**src/rtl/data_addr_gen.sv**
```systemverilog
module data_addr_gen #(
  parameter int ADDR_W  = 12,
  parameter int FA_W    = 8,
  parameter int IDX_MAX = 'h5F,
  parameter int LOW_MAX = 'h5F
) (
  input  logic              clk,
  input  logic              rst,
  input  logic              issue_i,
  input  logic              no_mem_i,
  input  logic              xinst_i,
  input  logic              acc_i,
  input  logic              ind_i,
  input  logic [1:0]        ind_sel_i,
  input  logic [FA_W-1:0]   fa_i,
  input  logic [ADDR_W-FA_W-1:0] bank_i,
  input  logic [ADDR_W-1:0] ptr0_i,
  input  logic [ADDR_W-1:0] ptr1_i,
  input  logic [ADDR_W-1:0] ptr2_i,
  output logic [ADDR_W-1:0] ea_o,
  output logic              lit_o
);

  localparam int BANK_W = ADDR_W - FA_W;

  logic              load;
  logic              fa_low;
  logic              use_idx;
  logic [ADDR_W-1:0] ptr_pick;
  logic [ADDR_W-1:0] idx_sum;
  logic [ADDR_W-1:0] acc_addr;
  logic [ADDR_W-1:0] ea_nxt;

  assign load    = issue_i & ~no_mem_i;
  assign fa_low  = (int'(fa_i) <= LOW_MAX);
  assign use_idx = ~ind_i & xinst_i & ~acc_i & (int'(fa_i) <= IDX_MAX);
  assign idx_sum = ptr2_i + {{BANK_W{1'b0}}, fa_i};
  assign acc_addr = fa_low ? {{BANK_W{1'b0}}, fa_i} : {{BANK_W{1'b1}}, fa_i};

  always_comb begin
    case (ind_sel_i)
      2'b00:   ptr_pick = ptr0_i;
      2'b01:   ptr_pick = ptr1_i;
      default: ptr_pick = ptr2_i;
    endcase
  end

  always_comb begin
    if (ind_i)        ea_nxt = ptr_pick;
    else if (use_idx) ea_nxt = idx_sum;
    else if (acc_i)   ea_nxt = {bank_i, fa_i};
    else              ea_nxt = acc_addr;
  end

  always_ff @(posedge clk) begin
    if (rst) begin
      ea_o  <= '0;
      lit_o <= 1'b0;
    end else if (load) begin
      ea_o  <= ea_nxt;
      lit_o <= use_idx;
    end
  end

  AST_RESET_CLEAR: assert property (@(posedge clk)
    rst |=> (ea_o == '0 && !lit_o));

  AST_HOLD_IDLE: assert property (@(posedge clk) disable iff (rst)
    !(issue_i && !no_mem_i) |=> ($stable(ea_o) && $stable(lit_o)));

  AST_INDEXED: assert property (@(posedge clk) disable iff (rst)
    (issue_i && !no_mem_i && !ind_i && xinst_i && !acc_i && int'(fa_i) <= IDX_MAX)
    |=> (lit_o && ea_o == ADDR_W'($past(ptr2_i) + {{BANK_W{1'b0}}, $past(fa_i)})));

  AST_BANKED: assert property (@(posedge clk) disable iff (rst)
    (issue_i && !no_mem_i && !ind_i && acc_i)
    |=> (!lit_o && ea_o == {$past(bank_i), $past(fa_i)}));

  AST_SFR_HIGH: assert property (@(posedge clk) disable iff (rst)
    (issue_i && !no_mem_i && !ind_i && !acc_i && int'(fa_i) > LOW_MAX)
    |=> (!lit_o && ea_o[ADDR_W-1 -: BANK_W] == {BANK_W{1'b1}}));

  AST_LOW_PLAIN: assert property (@(posedge clk) disable iff (rst)
    (issue_i && !no_mem_i && !ind_i && !xinst_i && !acc_i && int'(fa_i) <= LOW_MAX)
    |=> (!lit_o && ea_o[ADDR_W-1 -: BANK_W] == '0));

  AST_INDIRECT: assert property (@(posedge clk) disable iff (rst)
    (issue_i && !no_mem_i && ind_i && ind_sel_i == 2'b00)
    |=> (!lit_o && ea_o == $past(ptr0_i)));

endmodule

```
**config.mk**
```make
export PLATFORM = sky130hd
export DESIGN_NAME = data_addr_gen
export DESIGN_NICKNAME = d
export VERILOG_FILES = /design/src/rtl/data_addr_gen.sv
export SDC_FILE = /design/constraint.sdc
export NUM_CORES = 1
export LEC_CHECK = 0
export ABC_AREA = 1
export CAP_MARGIN = 20
export CORE_MARGIN = 8
export CORE_UTILIZATION = 42
export DETAILED_ROUTE_END_ITERATION = 10
export GPL_ROUTABILITY_DRIVEN = 0
export PLACE_DENSITY_LB_ADDON = 0.25
export SLEW_MARGIN = 0
export SYNTH_ARGS = -nofsm -noshare
export SYNTH_HDL_FRONTEND = slang
export SYNTH_SLANG_ARGS = --single-unit
```
**constraint.sdc**
```tcl
create_clock -name clk -period 2.55 [get_ports clk]
set_clock_uncertainty 0.1 [all_clocks]
set_input_delay 0.6375 -clock clk [delete_from_list [all_inputs] [get_ports clk]]
set_output_delay 0.6375 -clock clk [all_outputs]
set_load 0.01 [all_outputs]
```
# --- Yosys cells after proc, flatten, opt, wreduce, memory -nomap -nowiden ---
# Cells that the tools add are included.
classes:
  add_sub_neg: 1
  multipliers: 0
  div_mod_pow: 0
  magnitude_cmp: 1
  eq_ne: 1
  shifts: 0
  muxes: 5
  n_bitwise: 7
  n_reduce_logical: 1
ops:
  columns: ["operator", "count"]
  rows:
  - ["$mux W12", 4]
  - ["$pmux W12 S2", 1]
  - ["$add A12 B8 Y12", 1]
  - ["$le A8 B7 Y1 const B", 1]
  - ["$and A1 B1 Y1", 4]
  - ["$not A1 Y1", 3]
  - ["$eq A2 B1 Y1 const B", 1]
  - ["$logic_not A2 Y1", 1]
totals:
  register_bits: 13
  latch_bits: 0
  mem_bits_rw: 0
  romBits: 0
  in_bits: 57
  n_memories: 0

# --- Logic depth before layout (Yosys ltp) ---
logic_depth:
  depth_word: 6
  depth_mapped: 12

# --- Least setup slack after synthesis ---
# OpenSTA, ideal clock, no wires.
synth_path:
  kind: "input to register"
  start: "in fa_i[0]"
  end: "reg ea_o[6]"
  setup_time_ns: 0.067
  arrival_time_ns: 1.983
  required_ns: 2.383
  setup_slack_ns: 0.400
  cell_stages: 12
  path_buffers: 0
  cell_sequence: "ha_1 inv_1 fa_1 nand3b_1 nand2_2 nand2_2 nand2_2 xor2_1 nand2_1 nand2_1 nand2_1 a21oi_2"
synth_via:
  elab_chain_len: 4
  word_cells_on_any_way: 5
synth_rtl:
  columns: ["item", "line_no", "rtl"]
  rows:
  - ["start: declaration", "15", "input logic [FA_W-1:0] fa_i,"]
  - ["$le A8 B7 Y1", "36", "assign use_idx = ~ind_i & xinst_i & ~acc_i & (int'(fa_i) <= IDX_MAX);"]
  - ["$and A1 B1 Y1", "36", null]
  - ["$mux W12 (*)", "50", "else if (use_idx) ea_nxt = idx_sum;"]
  - ["$mux W12 (*)", "49", "if (ind_i) ea_nxt = ptr_pick;"]
  - ["end signal: assignment", "60", "ea_o <= ea_nxt;"]
  - ["end: declaration", "20", "output logic [ADDR_W-1:0] ea_o,"]
# Every way passes the cells marked *; elsewhere a longest branch is shown, timed or not.
# A chain may end at the register's enable or synchronous reset.

# --- Worst setup path after layout ---
# Same ends and word-level chain as after synthesis.

==> results.sh <==
export IMPL_outcome="finished, final reports clean"
export IMPL_drc=0
export IMPL_setup_repair_after_global_routing_missed_its_margin="false"
export IMPL_floorplan_die_height_um=76.09
export IMPL_fraction_of_final_layout_cells_with_drive_strength_greater_than_1_pct=7.715
export IMPL_syn_nets=329
export IMPL_power_static_leakage_uw=0.001089
export IMPL_max_vdd_ir_drop_mv=0.1529
export IMPL_synthesis_instances=263
export IMPL_fp_dieArea_um2=5790
export IMPL_path_class="in -> reg"
export IMPL_layout_area_overhead_vs_synth_pct=52.06
export IMPL_worstPathMaxFanout=4
export IMPL_crit_reg2reg_capture="ea_o[0]"
export IMPL_worstPathCellList="clkdlybuf4s50_1, ha_1, inv_1, fa_2, nand3b_1, nand2_2, nand2_2, nand2_2, xor2_1, nand2_1, nand2_1, nand2_1, a21oi_2"
export IMPL_ctsHoldBuffers=0
export IMPL_post_drt_wl_per_cell_um=13.23
export IMPL_final_antenna_net_count=0
export IMPL_initial_utilization_pct=42.38
export IMPL_ctsLongestPathBuffers=2
export IMPL_report_final_slew_viol_count=0
export IMPL_layout_cells_most_common_list="sky130_fd_sc_hd__nand2_1, sky130_fd_sc_hd__clkdlybuf4s50_1, sky130_fd_sc_hd__inv_1, sky130_fd_sc_hd__a21oi_1, sky130_fd_sc_hd__nand3_1"
export IMPL_chipWidth_um=76.09
export IMPL_power_per_cell_area_nw_per_um2=297.3
export IMPL_numClockSinks=13
export IMPL_routed_via_count=1934
export IMPL_dp_cells=380
export IMPL_tot_pwr_uw=685.6
export IMPL_setup_viol=0
export IMPL_placeableCoreArea_um2=3578
export IMPL_tritoncts="built"
export IMPL_yosys_cell_types_count=30
export IMPL_r2r_worst_path_cells=4
export IMPL_crit_path_start_kind="primary input"
export IMPL_finalInstanceArea_um2=2306
export IMPL_grt_antenna_before_repair=0
export IMPL_worstMarginPinSlew_ps=497.2
export IMPL_cpMaxStageDelayCell="sky130_fd_sc_hd__clkdlybuf4s50_1"
export IMPL_syn_area_um2=1516
export IMPL_critPathRequiredTime_ps=2660
export IMPL_worst_path_dominant_cell_family="simple AND/OR/NAND/NOR gates"
export IMPL_drt_pre_antenna_iters=4
export IMPL_grt_util_all_layers_pct=17.06
export IMPL_met3_wl_post_dr_um=473
export IMPL_placement_rows=22
export IMPL_wire_length_of_the_first_global_routing_pass_mm=8.431
export IMPL_cap_viol_max_count=0
export IMPL_worst_slew_margin_rel_pct=66.75
export IMPL_fin_cells=385
export IMPL_grt_start_max_net_pins=17
export IMPL_highest_signal_layer="met4"
export IMPL_regToRegStartpoint="ea_o[0]"
export IMPL_dp_hpwl_mm=4.213
export IMPL_ys_seq_elements=13
export IMPL_worstPathBufferInverterCount=2
export IMPL_max_freq_ghz=0.4184
export IMPL_clk_transition_reported_paths_ps=80
export IMPL_routed_wire_length_on_met2_mm=2.298
export IMPL_avgSynthCellArea_um2=5.766
export IMPL_max_stage_delay_ps=480
export IMPL_final_common_cell="sky130_fd_sc_hd__nand2_1"
export IMPL_io_buffers=69
export IMPL_fin_crit_sh_pct=93.73
export IMPL_ys_seq_area_share_pct=17.16
export IMPL_finalWorstPathRequiredPeriod_ps=2390
export IMPL_met1_length_mm=2.257
export IMPL_r2r_setup_slack_ps=1770
export IMPL_detail_route_vias_per_cell=5.023
export IMPL_root_buffer="sky130_fd_sc_hd__clkbuf_4"
export IMPL_first_global_vias=1914
export IMPL_detail_route_wirelength_mm=5.092
export IMPL_cts_htree_levels=1
export IMPL_worstSetupEndpointType="register"
export IMPL_clock_network_latency_to_the_later_pin_of_the_worst_skew_pair_ps=270
export IMPL_yosys_warnings=0
export IMPL_cts_buffers=3
export IMPL_setup_worst_path_end="ea_o[6]"
export IMPL_min_delay_path_class="reg -> reg"
export IMPL_boundaryPins=70
export IMPL_dpl_instance_area_um2=2270
export IMPL_antenna_diode_count=0
export IMPL_grt_ovfl_total=0
export IMPL_critical_path_arrival_ps=2500
export IMPL_drt_iter0_drc=91
export IMPL_worst_path_stages=13
export IMPL_report_final_hold_viol_count=0
export IMPL_finalNetCount=404
export IMPL_setup_worst_path_start="fa_i[0]"
tightest hold or removal path, delay by kind of cell, from the launching register on:
family	cells	cell delay [ps]
compound gates	1	50
simple gates	1	60
flops	1	310
logic make-up after synthesis:
kind of cell	count (synthesis)	synth area share, %
compound gates	50	18.98
xor+xnor	5	2.888
fa+ha+maj	9	7.921
buf+inv	46	13.45
flops	13	17.16
simple gates	140	39.60
metrics by stage:
stage                     setup TNS (ps)  setup WS, ps  utilization (%)  hold slack (ps)
after CTS                              0         87.55            64.16            370.3
final                                  0         159.9            64.44            369.3
after global routing                   0         30.14            64.44            384.2
after global placement            -434.3        -146.2            63.43            355.9
after floorplan                        0         399.8                -            388.3
after detailed placement          -639.2        -193.4            63.43            357.5
cell usage after synthesis, drive strengths merged:
cell type     n  area (um2)
xor2          3       26.28
nand2        95       364.1
nor2         15       66.32
nand3b        3       22.52
xnor2         2       17.52
inv          37       138.9
dlygate4sd1   1       8.760
nand4         2       12.51
dfxtp        13       260.3
a21oi        32       175.2
a21o          1       7.510
o2111ai       2       17.52
a221oi        1       8.760
ha            8       100.1
nand3        25       135.1
a31oi         1       6.260
buf           8       56.30
o21ai        10       50.04
fa            1       20.02
a22oi         1       7.510
a211oi        2       15.01
worst min-delay path by stage:
stage / start / end / slack [ps] / depth (start not counted)
final: ea_o[9] / ea_o[9] / 370 / 2
after floorplan: ea_o[10] / ea_o[10] / 390 / 2
after global routing: ea_o[4] / ea_o[4] / 380 / 2
after CTS: ea_o[9] / ea_o[9] / 370 / 2
after detailed placement: ea_o[11] / ea_o[11] / 360 / 2
after global placement: ea_o[9] / ea_o[9] / 360 / 2
metal layers:
metal | vias up | GRT usage (%)
met4 | 0 | 3.846
met2 | 90 | 29.05
met1 | 841 | 20.78
met5 | - | 0
li1 | 997 | -
met3 | 6 | 4.481
registers in the layout, indices dropped and copies added (netlist names):
name and flops:
ea_o 12, lit_o 1
area by class of cell:
class,count,area [um2]
multi-input combinational,204,1055
tap,48,60.06
timing repair buffer,79,765.7
sequential,13,260.3
inverter,37,138.9
clock buffer,4,26.28
fill,347,1272
repair_timing:
item / 4_1_cts / 5_1_grt
gates resized for setup: 0 / 1
endpoints found under the setup margin: 0 / 2
setup buffers: 0 / 1
power breakdown:
group / internal [uW] / leakage [uW] / switching [uW]
sequential: 215 / 0.000107 / 5.91
combinational: 178 / 0.000967 / 161
clock: 60.6 / 0.0000150 / 64.7
total: 454 / 0.00109 / 232
(Power assumes the default switching activity.)
